$ cat src/rtl/seg_xlat_pkg.sv
package seg_xlat_pkg;

    localparam int SEG_W  = 16;
    localparam int OFF_W  = 16;
    localparam int PARA_SH = 4;
    localparam int ADDR_W = 20;
    localparam int NSEG   = 4;
    localparam int SEL_W  = $clog2(NSEG);

    typedef enum logic [SEL_W-1:0] {
        SEG_EXTRA = 2'b00,
        SEG_CODE  = 2'b01,
        SEG_STACK = 2'b10,
        SEG_DATA  = 2'b11
    } seg_sel_e;

    typedef enum logic {
        ST_IDLE = 1'b0,
        ST_EMIT = 1'b1
    } out_state_e;

endpackage

$ cat src/rtl/seg_bank.sv
module seg_bank #(
    parameter int SEG_W = 16,
    parameter int NSEG  = 4,
    localparam int SEL_W = $clog2(NSEG)
) (
    input  logic             clk,
    input  logic             rst,
    input  logic             wr_en,
    input  logic [SEL_W-1:0] wr_sel,
    input  logic [SEG_W-1:0] wr_data,
    input  logic [SEL_W-1:0] rd_sel,
    output logic [SEG_W-1:0] rd_data
);

    logic [SEG_W-1:0] bank_q [NSEG];

    for (genvar gi = 0; gi < NSEG; gi++) begin : g_slot
        always_ff @(posedge clk) begin
            if (rst) begin
                bank_q[gi] <= '0;
            end else if (wr_en && (wr_sel == SEL_W'(gi))) begin
                bank_q[gi] <= wr_data;
            end
        end
    end

    // Read returns the stored value only; a write in flight is not forwarded.
    always_comb begin
        rd_data = bank_q[rd_sel];
    end

endmodule

$ cat src/rtl/para_adder.sv
module para_adder #(
    parameter int SEG_W   = 16,
    parameter int OFF_W   = 16,
    parameter int PARA_SH = 4,
    parameter int ADDR_W  = 20
) (
    input  logic [SEG_W-1:0]  seg_val,
    input  logic [OFF_W-1:0]  off_val,
    output logic [ADDR_W-1:0] sum
);

    localparam int BASE_W = SEG_W + PARA_SH;

    logic [BASE_W-1:0] base_raw;
    logic [ADDR_W-1:0] base_ext;
    logic [ADDR_W-1:0] off_ext;

    always_comb begin
        base_raw = {seg_val, {PARA_SH{1'b0}}};
        base_ext = ADDR_W'(base_raw);
        off_ext  = ADDR_W'(off_val);
        sum      = base_ext + off_ext; // carry out of ADDR_W is dropped
    end

endmodule

$ cat src/rtl/seg_xlat_unit.sv
module seg_xlat_unit
    import seg_xlat_pkg::*;
(
    input  logic              clk,
    input  logic              rst,
    input  logic              wr_en,
    input  logic [SEL_W-1:0]  wr_sel,
    input  logic [SEG_W-1:0]  wr_data,
    input  logic              req_valid,
    input  logic [SEL_W-1:0]  req_sel,
    input  logic [OFF_W-1:0]  req_off,
    output logic              lin_valid,
    output logic [ADDR_W-1:0] lin_addr
);

    out_state_e        state_q, state_d;
    logic [SEG_W-1:0]  seg_rd;
    logic [ADDR_W-1:0] sum_w;
    logic [ADDR_W-1:0] addr_q;

    seg_bank #(
        .SEG_W (SEG_W),
        .NSEG  (NSEG)
    ) u_bank (
        .clk     (clk),
        .rst     (rst),
        .wr_en   (wr_en),
        .wr_sel  (wr_sel),
        .wr_data (wr_data),
        .rd_sel  (req_sel),
        .rd_data (seg_rd)
    );

    para_adder #(
        .SEG_W   (SEG_W),
        .OFF_W   (OFF_W),
        .PARA_SH (PARA_SH),
        .ADDR_W  (ADDR_W)
    ) u_add (
        .seg_val (seg_rd),
        .off_val (req_off),
        .sum     (sum_w)
    );

    always_comb begin
        state_d = state_q;
        unique case (state_q)
            ST_IDLE: state_d = req_valid ? ST_EMIT : ST_IDLE;
            ST_EMIT: state_d = req_valid ? ST_EMIT : ST_IDLE;
            default: state_d = ST_IDLE;
        endcase
    end

    always_ff @(posedge clk) begin
        if (rst) begin
            state_q <= ST_IDLE;
            addr_q  <= '0;
        end else begin
            state_q <= state_d;
            if (req_valid) begin
                addr_q <= sum_w;
            end
        end
    end

    always_comb begin
        lin_valid = (state_q == ST_EMIT);
        lin_addr  = addr_q;
    end

endmodule

$ cat config.mk
export PLATFORM = sky130hd
export DESIGN_NAME = seg_xlat_unit
export DESIGN_NICKNAME = d
export VERILOG_FILES = /design/src/rtl/seg_xlat_pkg.sv /design/src/rtl/seg_bank.sv /design/src/rtl/para_adder.sv /design/src/rtl/seg_xlat_unit.sv
export SDC_FILE = /design/constraint.sdc
export NUM_CORES = 1
export LEC_CHECK = 0
export CORE_MARGIN = 2
export CORE_UTILIZATION = 40
export CTS_CLUSTER_SIZE = 16
export DETAILED_ROUTE_END_ITERATION = 7
export DONT_BUFFER_PORTS = 1
export GPL_TIMING_DRIVEN = 0
export PLACE_DENSITY_LB_ADDON = 0.25
export SYNTH_ARGS = -nofsm -noshare
export SYNTH_HDL_FRONTEND = slang
export SYNTH_SLANG_ARGS = --single-unit
$ cat constraint.sdc
create_clock -name clk -period 6.17 [get_ports clk]
set_clock_uncertainty 0.1 [all_clocks]
set_input_delay 1.234 -clock clk [delete_from_list [all_inputs] [get_ports clk]]
set_output_delay 1.234 -clock clk [all_outputs]
set_load 0.05 [all_outputs]
# Yosys cells after proc, flatten, opt, wreduce, memory -nomap -nowiden
# Memory sizes are Yosys's and may differ from the RTL's.
# Index checks and enable logic that the tools add are counted.
# W data, S select, Z words.
dict set report classes {
  n_eq_ne 3
  bitwise_logic 4
  n_reduce_logical 5
  n_lt_le_gt_ge 0
  div 0
  mux 19
  add_sub_neg 1
  mul 0
  shift 0
}
# op n
set ops {}
lappend ops {{$mux W16} 4}
lappend ops {{$add A20 B16 Y20} 1}
lappend ops {{$mux W1} 15}
lappend ops {{$eq A2 B2 Y1 const B} 2}
lappend ops {{$logic_and A1 B1 Y1} 4}
lappend ops {{$or A1 B1 Y1} 4}
lappend ops {{$eq A2 B1 Y1 const B} 1}
lappend ops {{$logic_not A2 Y1} 1}
dict set report word_totals {
  latchBits 0
  romBits 0
  ramBits 64
  register_bits 21
  mem_count 1
}
# name depth word_bits rd rd_clocked_by_memory_dff wr line_no
set mem_list {}
lappend mem_list {u_bank.bank_q 4 16 1 0 4 seg_bank.sv:15} ;# logic [SEG_W-1:0] bank_q [NSEG];

# Depth between registers and ports, before layout
# Gate-level depths: netlist (run 1).
dict set report depth {
  depth_word 6
  ltp_mapped 11
  depth_no_buf 10
}

# By module
# From an unflattened synthesis (run 1), not the netlist that was laid out.
dict set report hier_totals {
  hier_cells 359
  area_unflattened_um2 4395.5
}
# module cells_per_inst area_each_um2 instances seq_area_each_um2
set modules_own_cells {}
lappend modules_own_cells {seg_bank 184 2813.9 1 1921.8}
lappend modules_own_cells {para_adder 108 820.8 1 0.0}
lappend modules_own_cells {seg_xlat_unit 67 760.7 1 420.4}

# Least setup slack after synthesis (run 1)
# Ideal clock, no wire load.
dict set report synth_path {
  path_kind {input to register}
  startpoint {input req_sel[0]}
  endpoint {register addr_q[18], in the netlist lin_addr[18]}
  required_ps 5948
  setup_slack_ps 2219
  t_arrival_ps 3729
  path_stages 10
  path_buffers 2
  setup_time_ps 122
  path_cell_list {buf_6 > buf_2 > mux4_2 > ha_1 > a21o_1 > a31o_1 > or3_1 > o21ai_2 > nor3_1 > a311o_1}
}
dict set report synth_via {
  elab_chain_len 2
}
# element line_no
set synth_lines {}
lappend synth_lines {{start, declared} seg_xlat_unit.sv:10} ;# input logic [SEL_W-1:0] req_sel,
lappend synth_lines {{$mem_v2 Z4 W16} n/a}
lappend synth_lines {{$add A20 B16 Y20} para_adder.sv:22} ;# sum = base_ext + off_ext;
lappend synth_lines {{end signal, assigned} seg_xlat_unit.sv:61} ;# addr_q <= sum_w;
lappend synth_lines {{end, declared} seg_xlat_unit.sv:19} ;# logic [ADDR_W-1:0] addr_q;
# Every way passes these cells.
# A chain may end at the register's enable or synchronous reset.

# Final worst setup path (run 1)
dict set report layout_path {
  startpoint {input req_sel[1]}
  endpoint {register addr_q[19], in the netlist lin_addr[19]}
}
# The elaborated chain is that of the path after synthesis.

==> results.py, run 1 <==
metrics = {
    "status": {
        "status": "finished, final reports clean",
    },
    "sta": {
        "slew_viol_final": 0,
        "period_needed_ns": 4.267,
        "max_slew_margin_pct": 43.71,
        "fmax_mhz": 234.3,
        "worst_pin_slew_ns": 0.8379,
        "tns_ns": 0,
        "hold_viol_final": 0,
        "fin_crit_sh_pct": 69.16,
        "setup_viol": 0,
        "rsz0062_at_grt": "false",
    },
    "final_layout": {
        "final_cell_mix": "and2_1, edfxtp_1, dfxtp_1, nor2_1, mux4_2",
        "syn_to_final_growth_pct": 9.046,
        "mostFrequentLayoutCell": "and2_1",
        "drive_gt1_share_pct": 12.12,
        "fin_nets": 379,
        "layout.cells.non_filler": 463,
        "diodes": 0,
    },
    "clock_tree": {
        "root_buffer": "clkbuf_8",
        "worst_skew_pair.late_latency_ns": 0.37,
        "clockBufferDepth": 2,
        "postCtsSetupRepairBufs": 0,
        "cts.sinks": 85,
        "cts-hold-fix-buffers": 0,
        "h-tree-depth": 3,
        "cts_tree": "done",
        "cts_made_buffers": 9,
        "cts_resized": 0,
        "clkTransAtPathRegs_ns": 0.09,
    },
    "floorplanning": {
        "start_util_pct": 41.50,
        "core_region_area_um2": 9864,
        "io_pins": 61,
        "rows": 36,
        "die_area_um2": 11060,
        "die_w_um": 105.2,
        "die_height_um": 105.2,
    },
    "setup_path": {
        "critPathMostFrequentCell": "clkbuf_1",
        "critPathSlowestCell": "clkbuf_1",
        "crit_family": "compound AO/OA/AOI/OAI gates",
        "setup.worst_path.start_class": "input port",
        "cp-end-kind": "flip-flop",
        "crit_path_max_incr_delay_ns": 0.65,
        "crit_arrival_ns": 4.48,
        "crit_type": "in2reg",
        "crit_buf_inv": 2,
        "crit_chain": "clkbuf_1 > clkbuf_1 > mux4_2 > ha_1 > a21oi_1 > nand2_1 > a311oi_1 > a211oi_1 > a31o_2 > nand3_1",
        "required_ns": 6.39,
        "worstPathMaxFanout": 10,
    },
    "detailed_routing": {
        "dr.pass1.iters": 6,
        "totalWireLength_um": 8426,
        "route.vias.total": 2403,
        "drt_iter0_drc": 98,
        "drc_errors": 0,
        "drt-wirelength-per-cell_um": 18.20,
        "postRouteAntennaNets": 0,
        "routed_via_density": 5.190,
    },
    "global_route": {
        "grt_overflow": 0,
        "grt_max_degree": 17,
        "grtUsageTotal_pct": 16.15,
        "grt_first_pass_wirelength_um": 13280,
        "grt_pass1_vias": 2482,
        "antenna_found_initial": 0,
    },
    "synthesis": {
        "synth_edf_count": 64,
        "synth-seq-cells": 85,
        "yosysUniqueCellTypes": 45,
        "synth_nets": 368,
        "ys.flop_type": "edfxtp_1",
        "synth.avg_cell_area_um2": 13.00,
        "synthCells": 315,
        "ys_async_sr_fraction_pct": 0,
        "yosysWarnings": 0,
        "syn_area_um2": 4094,
        "ys_seq_area_share_pct": 57.21,
    },
    "placed_design": {
        "numPortBuffers": 0,
        "gp_congestion": 0.7625,
        "hpwl_um": 5923,
        "dp_cells": 448,
    },
    "worst_hold_path": {
        "min_path_type": "reg2reg",
    },
    "power_and_ir_drop": {
        "irDropWorstVdd_v": 0.00009706,
        "p_per_area_nw_per_um2": 302.7,
        "leakage_nw": 1.632,
    },
    "job": {
        "maxCapViolations": 0,
    },
}
tightest hold or removal path, stage by stage, from the launching register on:
cell	delay (ns)
dfxtp_1	0.49
nand2_1	0.11
o21ai_0	0.07
path summary, 6_finish.rpt:
check	from	cells after the start	end	slack, ns
worst max-delay path	req_sel[1]	10	lin_addr[19]	1.90
worst min-delay path	lin_addr[15]	2	lin_addr[15]	0.61
worst max register to register	u_bank.bank_q[0][2]	8	lin_addr[19]	3.33
worst min register to register	lin_addr[15]	2	lin_addr[15]	0.61
area by class of cell:
class | count | area, µm²
flip-flops and latches | 85 | 2342
well taps | 133 | 166.4
fillers | 896 | 5400
multi-input cells | 208 | 1660
clock inverters | 5 | 76.32
clock buffers | 10 | 127.6
inverters | 9 | 33.78
plain buffers | 13 | 57.56
stage by stage:
step           total power [mW]  hold WS, ns  util, %  setup slack (ns)  instance area, µm²
2_1_floorplan            0.8980       0.5709        -             2.219                4094
4_1_cts                   1.358       0.6121    45.26             1.934                4464
3_5_place_dp             0.9423       0.6000    43.19             1.571                4260
3_3_place_gp             0.9374       0.5937    43.19             1.559                4260
5_1_grt                   1.406       0.6503    45.26             1.600                4464
6_report                  1.352       0.6068    45.26             1.903                4464
sequential cells by signal (all words and copies together), names as in the netlist:
signal	count
u_bank.bank_q	64
lin_valid	1
lin_addr	20
kinds of logic (layout without fill, tap and decap cells):
group / Yosys count / in the layout / share of synthesized area [%]
adders and majority gates: 13 / 13 / 4.156
AOI/OAI and AO/OA: 36 / 36 / 6.051
and+or+nand+nor: 124 / 124 / 17.21
DFF: 85 / 85 / 57.21
buffers and inverters: 22 / 37 / 2.231
muxes: 25 / 25 / 11.00
xor gates and xnor gates: 10 / 10 / 2.139
cell usage after synthesis, types with 2 or more instances:
master    count  area, µm²
and3_1        2      12.51
o21ai_0       5      25.02
nand3_1       3      15.01
clkbuf_1     10      37.54
nor2_1       19      71.32
a31o_2        5      43.79
mux2i_1       9      90.09
ha_1         12      150.1
and2_1       65      406.6
nor3_1        6      30.03
nand4b_1      2      17.52
a21oi_1       8      40.04
inv_1         8      30.03
a21o_1        3      22.52
nand3b_1      2      15.01
xnor2_1       5      43.79
nand2b_1      5      31.28
edfxtp_1     64       1922
nand4_1       2      12.51
nand2_1      12      45.04
a211oi_1      2      15.01
o22ai_1       3      18.77
mux4_2       16      360.4
xor2_1        5      43.79
o21a_1        2      15.01
dfxtp_1      21      420.4
power by group:
part | total, mW | switching, mW | internal (mW)
logic | 0.183 | 0.0992 | 0.0838
clock network | 0.425 | 0.201 | 0.224
registers | 0.744 | 0.0802 | 0.664
total | 1.35 | 0.380 | 0.972
metal layers:
layer  global-route usage (%)  routed length [µm]  vias up  part of all wire (%)
li1                         -                   -     1167                     -
met4                    7.429                 175        0                   2.1
met3                    4.866                 491       13                   5.8
met2                    27.55                4187       58                    50
met5                        0                   0        -                     0
met1                    18.62                3572     1165                    42
Note: power is estimated with default switching activity, not from simulation.
==> run 2, diff against run 1 <==
Settings changed: ABC_AREA from default to 1.
Clock period 6.17 ns to 4 ns, I/O delays scaled along.
==> run 2 against run 1 <==
Net effect: combinational power grew 79%; count of clock-buffer cells in the layout down 1; clock power rose by 39%; via count rose by 42%; synthesized cell count is 67% higher; final cell count up 47%; flip-flop and latch count did not move; setup slack got worse by 1.2 ns; non-clock buffer count is 7 higher; area after synthesis increased by 7.1%; critical path type unchanged; critical endpoint is now lin_addr[12].
==> results.py, run 2 <==
metrics = {
    "final_layout": {
        "fin_util_pct": 44.15,
        "regMostFlops": "u_bank.bank_q",
        "drive_gt1_share_pct": 5.730,
        "mostFrequentLayoutCell": "nor2_1",
        "final_cell_mix": "nor2_1, nand2_1, edfxtp_1, inv_1, o21ai_0",
        "diodes": 0,
        "syn_to_final_growth_pct": 8.250,
        "largest_reg_flops": 64,
        "design_area_um2": 4745,
        "fin_nets": 590,
    },
    "sta": {
        "rsz0062_at_grt": "false",
        "max_slew_margin_pct": 44.55,
        "setup_viol": 0,
        "hold_viol_final": 0,
        "fin_crit_sh_pct": 81.44,
        "setup_ws_ns": 0.7423,
        "tns_ns": 0,
        "period_needed_ns": 3.258,
        "hold_slack_ns": 0.4246,
        "slew_viol_final": 0,
        "worst_pin_slew_ns": 0.8297,
        "fmax_mhz": 307.0,
    },
    "placed_design": {
        "post-place-ws_ns": 0.3525,
        "numPortBuffers": 0,
        "hpwl_um": 7442,
        "gp_congestion": 0.9058,
        "post_dp_cell_area_um2": 4558,
    },
    "power_and_ir_drop": {
        "p_per_area_nw_per_um2": 429.6,
        "leakage_nw": 2.124,
        "irDropWorstVdd_v": 0.0002243,
    },
    "detailed_routing": {
        "dr.pass1.iters": 4,
        "drt_iter0_drc": 300,
        "drc_errors": 0,
        "postRouteAntennaNets": 0,
        "drt-wirelength-per-cell_um": 15.04,
        "wl_met2_um": 4972,
        "routed_via_density": 5.022,
        "totalWireLength_um": 10240,
        "wl_met3_um": 810,
        "highest_layer": "met4",
        "wl_met1_um": 4273,
        "route.vias.total": 3420,
    },
    "synthesis": {
        "yosysTopAreaCellShare_pct": 43.85,
        "synth.avg_cell_area_um2": 8.333,
        "post-synth-top-area-cell": "edfxtp_1",
        "synthTopCellsByCount": "nor2_1, nand2_1, edfxtp_1",
        "ys_seq_area_share_pct": 53.44,
        "ys_async_sr_fraction_pct": 0,
        "synthCells": 526,
        "synth_edf_count": 64,
        "synth_most_common_cell": "nor2_1",
        "synth_nets": 579,
        "yosysWarnings": 0,
        "synth.area.top_cells": "edfxtp_1, nor2_1, dfxtp_1, nand2_1, inv_1",
        "ys.flop_type": "edfxtp_1",
        "synth-seq-cells": 85,
        "syn_area_um2": 4383,
        "yosysUniqueCellTypes": 32,
    },
    "clock_tree": {
        "postCtsSetupRepairBufs": 0,
        "cts_resized": 0,
        "worst_skew_pair.late_latency_ns": 0.36,
        "clockBufferDepth": 2,
        "clkTransAtPathRegs_ns": 0.09,
        "cts_tree": "done",
        "cts.sinks": 85,
        "cts_made_buffers": 9,
        "root_buffer": "clkbuf_8",
        "cts-hold-fix-buffers": 0,
        "h-tree-depth": 3,
    },
    "global_route": {
        "grt_max_degree": 17,
        "antenna_found_initial": 0,
        "grt_pass1_vias": 3365,
        "grtUsageTotal_pct": 18.14,
        "grt_overflow": 0,
        "grt_first_pass_wirelength_um": 15940,
    },
    "floorplanning": {
        "die_height_um": 108.7,
        "rows": 38,
        "die_w_um": 108.7,
        "io_pins": 61,
        "core_region_area_um2": 10750,
        "die_area_um2": 11810,
        "start_util_pct": 40.79,
    },
    "worst_hold_path": {
        "min_path_type": "in2reg",
    },
    "setup_path": {
        "worstPathMaxFanout": 10,
        "required_ns": 4.16,
        "crit_arrival_ns": 3.42,
        "crit_type": "in2reg",
        "cp-end-kind": "flip-flop",
        "setup.worst_path.start_class": "input port",
    },
    "status": {
        "status": "finished, final reports clean",
    },
    "job": {
        "maxCapViolations": 0,
    },
}
-- run 2: cell types whose count changed after synthesis, sizes merged, moves of 8 or more --
cell   before  now
mux2i       9    0
nand2      12   93
and2       66    0
o21ai       6   37
inv         8   68
mux4       16    0
o22ai       3   11
nor2       19  133
nand3       3   33
-- run 2: layer usage --
metal / track usage [%] / vias to the layer above
li1: - / 1734
met1: 21.32 / 1568
met2: 31.25 / 104
met3: 4.782 / 14
met4: 7.784 / 0
met5: 0 / -
-- run 2: area by class of cell --
class	instances	area (µm²)
fill	1074	6001
sequential	85	2342
multi-input combinational	352	1684
inverter	69	261.5
tap	140	175.2
clock buffer	9	123.9
buffer	20	95.09
clock inverter	6	62.56
-- run 2: critical path, cell delays in order --
cell	delay [ns]
buf_6	0.10
buf_4	0.17
clkbuf_1	0.40
nor2_1	0.14
o22ai_1	0.19
ha_1	0.27
inv_1	0.07
fa_1	0.41
inv_1	0.11
nand3_1	0.08
nand3_1	0.15
nand2_1	0.07
nand2_1	0.09
nand2_1	0.07
nand3_1	0.07
nand2_1	0.05
o21ai_1	0.12
inv_1	0.05
-- run 2: report_power, final --
part | switching [mW] | internal (mW)
clock network | 0.308 | 0.284
logic | 0.219 | 0.108
registers | 0.100 | 1.02
-- run 2: logic make-up after synthesis --
group,after synthesis,share of synthesized area [%]
compound gates,66,8.336
xor+xnor,7,1.399
fa+ha+maj,13,3.882
buf+inv,89,8.136
flops,85,53.44
simple gates,266,24.81
-- run 2: stage by stage --
step | cells | power [mW]
floorplan | 526 | 1.384
global placement | 666 | 1.461
detailed placement | 666 | 1.469
CTS | 681 | 2.047
global route | 681 | 2.139
finish | 681 | 2.038
-- run 2: worst paths after layout --
kind                                          start      endpoint  slack (ns)  depth (start not counted)
worst max-delay path                     req_sel[0]  lin_addr[12]        0.74                         18
worst min-delay path                            rst     lin_valid        0.42                          1
worst max register to register  u_bank.bank_q[3][0]  lin_addr[12]        1.60                         15
worst min register to register         lin_addr[11]  lin_addr[11]        0.65                          2
